**src/rtl/mrs_cmd_guard_pkg.sv**
```systemverilog
package mrs_cmd_guard_pkg;
  typedef enum logic [2:0] {
    CMD_NOP   = 3'd0,
    CMD_ACT   = 3'd1,
    CMD_READ  = 3'd2,
    CMD_WRITE = 3'd3,
    CMD_PRE   = 3'd4,
    CMD_PREA  = 3'd5,
    CMD_MODE  = 3'd6,
    CMD_SREX  = 3'd7
  } cmd_e;
endpackage

```
**src/rtl/mrs_elapsed_cnt.sv**
```systemverilog
// Counts cycles since the last start pulse, saturating at MAX_CYC.
// A value of 0 means idle (never started or stopped); it does not advance.
module mrs_elapsed_cnt #(
  parameter int unsigned MAX_CYC   = 3,
  parameter bit          RST_SATUR = 1'b1
) (
  input  logic clk_i,
  input  logic rst_ni,
  input  logic start_i,
  input  logic stop_i,
  output logic done_o
);
  localparam int unsigned CW = $clog2(MAX_CYC + 1);
  localparam logic [CW-1:0] MAX_V = CW'(MAX_CYC);
  localparam logic [CW-1:0] RST_V = RST_SATUR ? MAX_V : '0;

  logic [CW-1:0] cnt_q;

  always_ff @(posedge clk_i or negedge rst_ni) begin
    if (!rst_ni)                          cnt_q <= RST_V;
    else if (stop_i)                      cnt_q <= '0;
    else if (start_i)                     cnt_q <= CW'(1);
    else if (cnt_q != '0 && cnt_q < MAX_V) cnt_q <= cnt_q + CW'(1);
  end

  assign done_o = (cnt_q >= MAX_V);

  p_cnt_bound_r5: assert property (@(posedge clk_i) disable iff (!rst_ni)
    cnt_q <= MAX_V);

  p_start_restarts_r7: assert property (@(posedge clk_i) disable iff (!rst_ni)
    (start_i && !stop_i && MAX_CYC > 1) |=> !done_o);
endmodule

```
**src/rtl/mrs_bank_track.sv**
```systemverilog
module mrs_bank_track #(
  parameter int unsigned NUM_BANKS = 4
) (
  input  logic                         clk_i,
  input  logic                         rst_ni,
  input  logic                         act_i,
  input  logic                         pre_i,
  input  logic                         pre_all_i,
  input  logic [$clog2(NUM_BANKS)-1:0] bank_i,
  output logic                         all_closed_o
);
  logic [NUM_BANKS-1:0] open_q;

  for (genvar b = 0; b < NUM_BANKS; b++) begin : g_bank
    always_ff @(posedge clk_i or negedge rst_ni) begin
      if (!rst_ni)                                    open_q[b] <= 1'b0;
      else if (pre_all_i || (pre_i && bank_i == b))   open_q[b] <= 1'b0;
      else if (act_i && bank_i == b)                  open_q[b] <= 1'b1;
    end
  end

  assign all_closed_o = (open_q == '0);

  p_prea_closes_r2: assert property (@(posedge clk_i) disable iff (!rst_ni)
    pre_all_i |=> all_closed_o);
endmodule

```
**src/rtl/mrs_cmd_guard.sv**
```systemverilog
module mrs_cmd_guard
  import mrs_cmd_guard_pkg::*;
#(
  parameter int unsigned NUM_BANKS = 4,
  parameter int unsigned TRP       = 3,
  parameter int unsigned TMRD      = 2,
  parameter int unsigned LOCK_CYC  = 200
) (
  input  logic                         clk_i,
  input  logic                         rst_ni,
  input  logic                         cmd_valid_i,
  input  logic [2:0]                   cmd_i,
  input  logic [$clog2(NUM_BANKS)-1:0] bank_i,
  input  logic                         dll_set_i,
  input  logic                         dll_on_i,
  output logic                         grant_o,
  output logic                         err_o
);
  cmd_e cmd;
  logic all_closed, pre_done, mrd_done, lock_done;
  logic legal;
  logic g_act, g_pre, g_prea, g_mode, g_srex;
  logic err_q;

  assign cmd = cmd_e'(cmd_i);

  always_comb begin
    legal = 1'b1;
    if (cmd != CMD_NOP) begin
      legal = mrd_done;
      case (cmd)
        CMD_MODE: legal = mrd_done && all_closed && pre_done;
        CMD_READ: legal = mrd_done && lock_done;
        default:  ;
      endcase
    end
  end

  assign grant_o = cmd_valid_i && legal;

  assign g_act  = grant_o && cmd == CMD_ACT;
  assign g_pre  = grant_o && cmd == CMD_PRE;
  assign g_prea = grant_o && cmd == CMD_PREA;
  assign g_mode = grant_o && cmd == CMD_MODE;
  assign g_srex = grant_o && cmd == CMD_SREX;

  mrs_bank_track #(.NUM_BANKS(NUM_BANKS)) u_banks (
    .clk_i, .rst_ni,
    .act_i(g_act), .pre_i(g_pre), .pre_all_i(g_prea), .bank_i,
    .all_closed_o(all_closed)
  );

  mrs_elapsed_cnt #(.MAX_CYC(TRP), .RST_SATUR(1'b1)) u_trp (
    .clk_i, .rst_ni,
    .start_i(g_pre || g_prea), .stop_i(1'b0), .done_o(pre_done)
  );

  mrs_elapsed_cnt #(.MAX_CYC(TMRD), .RST_SATUR(1'b1)) u_tmrd (
    .clk_i, .rst_ni,
    .start_i(g_mode), .stop_i(1'b0), .done_o(mrd_done)
  );

  // Lock counter: idle (0) while DLL is off; restarts on every enable.
  mrs_elapsed_cnt #(.MAX_CYC(LOCK_CYC), .RST_SATUR(1'b0)) u_lock (
    .clk_i, .rst_ni,
    .start_i(g_srex || (g_mode && dll_set_i && dll_on_i)),
    .stop_i(g_mode && dll_set_i && !dll_on_i),
    .done_o(lock_done)
  );

  always_ff @(posedge clk_i or negedge rst_ni) begin
    if (!rst_ni)                  err_q <= 1'b0;
    else if (cmd_valid_i && !legal) err_q <= 1'b1;
  end
  assign err_o = err_q;

  p_mode_closed_r2: assert property (@(posedge clk_i) disable iff (!rst_ni)
    g_mode |-> (all_closed && pre_done));

  p_mrd_quiet_r4: assert property (@(posedge clk_i) disable iff (!rst_ni)
    (g_mode && TMRD >= 2) |=> !(grant_o && cmd != CMD_NOP));

  p_read_locked_r5: assert property (@(posedge clk_i) disable iff (!rst_ni)
    (grant_o && cmd == CMD_READ) |-> lock_done);

  p_dll_off_r6: assert property (@(posedge clk_i) disable iff (!rst_ni)
    (g_mode && dll_set_i && !dll_on_i) |=> !lock_done);

  p_err_sticky_r8: assert property (@(posedge clk_i) disable iff (!rst_ni)
    err_o |=> err_o);

  p_idle_no_grant_r9: assert property (@(posedge clk_i) disable iff (!rst_ni)
    !cmd_valid_i |-> !grant_o);
endmodule

```
**config.mk**
```make
export PLATFORM = sky130hd
export DESIGN_NAME = mrs_cmd_guard
export DESIGN_NICKNAME = d
export VERILOG_FILES = /design/src/rtl/mrs_cmd_guard_pkg.sv /design/src/rtl/mrs_elapsed_cnt.sv /design/src/rtl/mrs_bank_track.sv /design/src/rtl/mrs_cmd_guard.sv
export SDC_FILE = /design/constraint.sdc
export NUM_CORES = 1
export LEC_CHECK = 0
export BUFFER_PORTS_ARGS = -buffer_cell sky130_fd_sc_hd__buf_2
export CAP_MARGIN = 20
export CORE_MARGIN = 5
export CORE_UTILIZATION = 30
export DETAILED_ROUTE_END_ITERATION = 10
export PLACE_DENSITY = 0.54
export SLEW_MARGIN = 20
export SYNTH_ARGS = -nofsm -noshare
export SYNTH_HDL_FRONTEND = slang
export SYNTH_SLANG_ARGS = --single-unit
```
**constraint.sdc**
```tcl
create_clock -name clk_i -period 5.4 [get_ports clk_i]
set_input_delay 1.08 -clock clk_i [delete_from_list [all_inputs] [get_ports clk_i]]
set_output_delay 1.08 -clock clk_i [all_outputs]
set_load 0.01 [all_outputs]
```
* Word-level counts from Yosys, hierarchy flattened
Cells that the tools add are included.
Widths: inputs -> output; s select.
** Word-level totals
- Bits in registers :: 17
- Input bits :: 10
** Operators by class
- Add/subtract/negate cells :: 3
- Magnitude comparators :: 6
- Eq/ne operators :: 9
- Mux-type cells :: 17
- Reductions and logical operators :: 45
** Operators with widths (number)
- $logic_and 1x1->1 :: 24
- $mux 8 :: 3
- $reduce_bool 2->1 :: 8
- $eq 3x3->1 const B :: 4
- $mux 1 :: 9
- $add 8x1->8 const B :: 1
- $ge 8x8->1 const B :: 1
- $lt 8x8->1 const B :: 1
- $mux 2 :: 4
- $reduce_bool 8->1 :: 1
- $logic_or 1x1->1 :: 6
- $reduce_bool 3->1 :: 2
- $add 2x1->2 const B :: 2
- $eq 2x2->1 const B :: 2
- $ge 2x2->1 const B :: 2
- $logic_not 4->1 :: 1
- $lt 2x2->1 const B :: 2
- $eq 3x1->1 const B :: 1
- $eq 3x2->1 const B :: 1
- $eq 2x1->1 const B :: 1
- $logic_not 1->1 :: 2
- $logic_not 2->1 :: 1
- $pmux 1 s2 :: 1

* Logic depth before layout (Yosys ltp)
- Word-level depth :: 12
- Gate-level depth with buffers :: 6
- Mapped depth without buffers :: 6

* Cells and area by module
A second synthesis with hierarchy kept.
** Unflattened totals
- Cell total of the unflattened synthesis :: 106
- Area, all modules :: 1043.5 µm²
** By module, submodules not included
- mrs_elapsed_cnt (u_lock) :: instances 1, cells an instance 47, area an instance 471.7 µm², sequential area each 200.2 µm²
- mrs_bank_track :: instances 1, cells an instance 17, area an instance 197.7 µm², sequential area each 100.1 µm²
- mrs_cmd_guard :: instances 1, cells an instance 22, area an instance 161.4 µm², sequential area each 25.0 µm²
- mrs_elapsed_cnt (u_tmrd) :: instances 1, cells an instance 12, area an instance 121.4 µm², sequential area each 51.3 µm²
- mrs_elapsed_cnt (u_trp) :: instances 1, cells an instance 8, area an instance 91.3 µm², sequential area each 52.6 µm²

* Worst setup path before layout
Ideal clock, no wire load.
- Kind :: input to output
- Start point :: in cmd_i[1]
- End point :: out grant_o
- Data arrival time :: 1.848 ns
- Data required time :: 4.320 ns
- Setup slack :: 2.472 ns
- Stages on the path :: 4
- Cell sequence :: buf_1 > nor3_1 > nor4_1 > nor2b_1
** Between the ends
- Longest elaborated chain between the ends :: 4
** RTL lines
- start, declared :: RTL line mrs_cmd_guard.sv:12 : input logic [2:0] cmd_i,
- $eq 3x2->1 / $eq 3x3->1 (equally long branches) :: RTL line mrs_cmd_guard.sv:31 : case (cmd)
- $pmux 1 s2 :: RTL line mrs_cmd_guard.sv:31
- $mux 1 * :: RTL line mrs_cmd_guard.sv:29 : if (cmd != CMD_NOP) begin
- $logic_and 1x1->1 * :: RTL line mrs_cmd_guard.sv:39 : assign grant_o = cmd_valid_i && legal;
- end, declared :: RTL line mrs_cmd_guard.sv:16 : output logic grant_o,
Every way passes the cells marked *; elsewhere a longest branch is shown, timed or not.

* Worst setup path in the final report
- Start point :: reg u_lock.cnt_q[4]
- End point :: out grant_o
** Between the ends
- Longest elaborated chain between the ends :: 5
** RTL lines
- start, declared :: RTL line mrs_elapsed_cnt.sv:17 : logic [CW-1:0] cnt_q;
- start signal, assigned :: RTL line mrs_elapsed_cnt.sv:23 : else if (cnt_q != '0 && cnt_q < MAX_V) cnt_q <= cnt_q + CW'(1);
- $ge 8x8->1 :: RTL line mrs_elapsed_cnt.sv:26 : assign done_o = (cnt_q >= MAX_V);
- $logic_and 1x1->1 :: RTL line mrs_cmd_guard.sv:33 : CMD_READ: legal = mrd_done && lock_done;
- $pmux 1 s2 :: RTL line mrs_cmd_guard.sv:31
- $mux 1 :: RTL line mrs_cmd_guard.sv:29
- $logic_and 1x1->1 :: RTL line mrs_cmd_guard.sv:39
Every way passes these cells.

==> impl_summary.md <==
Status
The flow ran to the end, and the final reports show no timing, DRC or antenna violations.

STA
On the final layout, the worst hold slack is 0.469 ns. The worst slew margin relative to its limit is 42.4%. The count of final max-slew check failures is 0. The slew of the pin with the lowest slew margin is 0.853 ns. Setup repair after global routing left no endpoint under its margin. The part of the cycle the worst path needs is 62.4%.

The final-report setup violation count is 0. The maximum operating frequency is just under 300 MHz. In the final timing run, aggregate negative setup slack is 0 ns. The routed design could run at a clock period as short as ~3.4 ns.

The final-report hold violation count was 0. The clock arrives with 0.00569 ns of skew.

Pwr
The static leakage is 0.000496 uW. Dividing total power by cell area gives a power density of 466 mW/mm^2. IR analysis of the VDD net gives a maximum drop of 198 uV.

Yosys
The top cell type by area accounts for 34.3% of the synthesized area. The netlist uses 37 different library cells. The number of nets in the synthesized netlist is 120.

Counting flops with an async set or reset pin after synthesis yields a share of 100%. In this run, synthesis produced a sequential element count of 17. sky130_fd_sc_hd__dfrtp_1 takes more of the synthesized area than any other cell. The number of standard cells after synthesis is 105.

In the synthesized netlist the dominant register cell turns out to be sky130_fd_sc_hd__dfrtp_1. After synthesis, the mean cell area works out to around 9.7 sq um. By area the synthesized netlist is led by sky130_fd_sc_hd__dfrtp_1, sky130_fd_sc_hd__dfstp_2, sky130_fd_sc_hd__ha_1.

The cell area that synthesis handed to floorplanning was 0.00102 sq mm. Yosys instantiated no cell more often than sky130_fd_sc_hd__dfrtp_1. Counting flops with a built-in enable in the synthesized netlist gives 0. During synthesis, Yosys emitted a total of 0 warnings. After synthesis, the most frequently instantiated cells are sky130_fd_sc_hd__dfrtp_1, sky130_fd_sc_hd__inv_1, sky130_fd_sc_hd__nor2_1. For this run, the register share of the synthesized area comes to 42.0%.

Detailed routing
Summed over all layers, the routed wires come to 2.12 mm. The average via count per standard cell is 5.04. The via count of the routed design is 832. The final routed DRC violation total is 0. The number of iterations in the first detailed-routing pass is 4.

The post-route antenna net violation count is 0. In the final routed layout, each cell accounts on average for 12.9 um. The number of DRC markers after the initial detailed-route iteration is 84.

Setup path
The setup slack of the worst register-to-register path is approximately 2.9 ns. The endpoint type of the worst setup path is an output port. The cell family contributing the most delay on the critical path is compound AO/OA/AOI/OAI gates. The highest net fanout along the worst path is 5. The critical path in this run is classified as flop to output port.

The slowest stage of the critical path belongs to the cell sky130_fd_sc_hd__o311ai_0. The number of buffer and inverter instances along the worst setup path is 1. The terminus of the critical flop-to-flop path is u_banks.open_q[0]$_DFFE_PN0P_. The arrival time at the worst endpoint is 2.29 ns. For this run, the slowest stage of the critical path takes 0.78 ns.

STA puts the critical path data required time at 4.32 ns. The critical path goes through o311ai_0 > nor3_1 > nor4_1 > nor2b_1 > buf_2. The number of cells on the worst reg-to-reg path is 5. STA classifies the critical path startpoint as a flop. The worst register-to-register path begins at u_trp.cnt_q[0]$_DFFE_PN1P_.

CTS
The maximum clock path buffer count is 2. The number of hold buffers added after cts is 0. TritonCTS built the clock tree. The cell at the root of the clock tree is sky130_fd_sc_hd__clkbuf_4. The insertion delay of the later-clocked pin in the worst-skew pair is 0.29 ns. The H-tree depth is 1. Once the clock tree was built, the resizer swapped 0 gates to a different size.

In this run the post-CTS setup repair buffer count came out at 0. The clock buffer count from CTS is 3. The clock-pin slew on the worst setup and hold paths is 0.10 ns. The number of clock sinks is 17.

Floorplan
The die is 68.3 um wide. The floorplan has 21 rows. The area of the core region is 0.00331 sq mm.

The vertical die dimension is 68.3 um. The floorplan step defined a die boundary enclosing 0.00467 sq mm. The starting utilization of the core area is 30.8%. The I/O pin total is 12.

Global route
Entering global routing, the biggest net connects 18 pins. The via count of the first global-routing pass is between 800 and 900. The initial antenna violation count is 0. The global-route total usage across every layer is 10.8%. The first global-routing pass estimated 3.73 mm of wire. For this run the aggregate overflow at the end of global routing stands at 0.

Final layout
The multi-input logic area is roughly 550 sq um. The count of filler cells inserted in the layout is 360. The final cell count without fillers is 165. Summing all flip-flop and latch instances after layout gives between 400 and 500 sq um. With fillers left out, the area of the finished cells amounts to 0.00116 sq mm. The final net count is 135.

The number of antenna cells inserted is 0. Of the cells placed in the final design, the portion with a size suffix greater than 1 is 21.0%. Relative to the synthesized area, the layout overhead comes to 13.2%.

Min path
The hold path depth is 1. The startpoint identified for the worst hold timing path is err_o$_DFFE_PN0P_. The class of the tightest hold or removal check is flop to flop. The worst min-delay path endpoint is err_o$_DFFE_PN0P_.

Placed design
Once placement finished, the instance area stood at between 0.001 and 0.0015 sq mm. Routability-driven placement finished with a final weighted congestion of between 0.8 and 0.9. The port buffer count is 11. The cell total after placement is 161. The detailed placement HPWL is 1.69 mm.

Run
The max-cap violation count is 0.
worst reg2reg max path, stage by stage (launching register included):
cell and delay [ns]:
sky130_fd_sc_hd__dfstp_2 0.55, sky130_fd_sc_hd__ha_1 0.13, sky130_fd_sc_hd__or4b_4 0.47, sky130_fd_sc_hd__or4b_4 0.51, sky130_fd_sc_hd__a2111oi_0 0.52, sky130_fd_sc_hd__o32ai_1 0.16
state kept, by name, summed over array words and instances (netlist names):
register and flops:
u_tmrd.cnt_q 2, u_banks.open_q 4, u_trp.cnt_q 2, u_lock.cnt_q 8, err_o 1
report_power, final:
group	total, uW	switching, uW	internal, uW
sequential	246	53.7	192
combinational	226	115	111
clock	66.9	38.2	28.7
worst max path at each step:
stage | startpoint | to | slack, ns | depth (start not counted)
after floorplan | cmd_i[1] | grant_o | 2.47 | 4
after global placement | cmd_i[2] | grant_o | 2.35 | 5
after detailed placement | cmd_i[2] | grant_o | 2.31 | 5
after CTS | u_lock.cnt_q[4]$_DFFE_PN0P_ | grant_o | 1.98 | 5
after global routing | u_lock.cnt_q[4]$_DFFE_PN0P_ | grant_o | 1.84 | 5
final | u_lock.cnt_q[4]$_DFFE_PN0P_ | grant_o | 2.03 | 5
layer usage:
layer | vias up | wire, um | track usage, %
met5 | - | 0 | 0
met3 | 6 | 106 | 3.61
li1 | 412 | - | -
met1 | 397 | 907 | 11.6
met4 | 0 | 43 | 3.72
met2 | 17 | 1060 | 19.5
final cells by class:
type                       count  area share, %
clock buffer                   4           2.27
inverter                      11           3.57
multi-input combinational     76           47.3
sequential                    17           37.1
tap                           46           4.98
timing repair buffer          11           4.76
cells in the final DEF, fill, tap and decap left out, drive strengths merged, types with 2 or more instances in the layout:
cell type,synthesis,final
a2111oi,3,3
a21oi,5,5
and2,2,2
buf,1,11
clkbuf,0,4
dfrtp,14,14
dfstp,3,3
ha,5,5
inv,11,11
nand2,7,7
nand3,2,2
nand4,2,2
nor2,10,10
nor2b,2,2
nor3,5,5
o21ai,3,3
o21ba,2,2
o32ai,3,3
or4b,3,3
xnor2,3,3
xor2,3,3
cell families (layout without fill, tap and decap cells):
group	Yosys count	after routing	synth area share, %
buffers and inverters	12	26	4.41
XOR/XNOR	6	6	5.15
adder cells (fa/ha/maj)	5	5	6.13
AND/OR/NAND/NOR	37	37	20.3
multiplexers	2	2	2.08
AO/OA/AOI/OAI	26	26	19.9
flip-flops	17	17	42.0
through the flow:
step                      power [uW]  util [%]  setup WS, ns
after floorplan                  418         -          2.47
after global placement           467      34.1          2.35
after detailed placement         477      34.1          2.31
after CTS                        549      34.9          1.98
after global routing             594      34.9          1.84
final                            539      34.9          2.03
(Power assumes the default switching activity.)
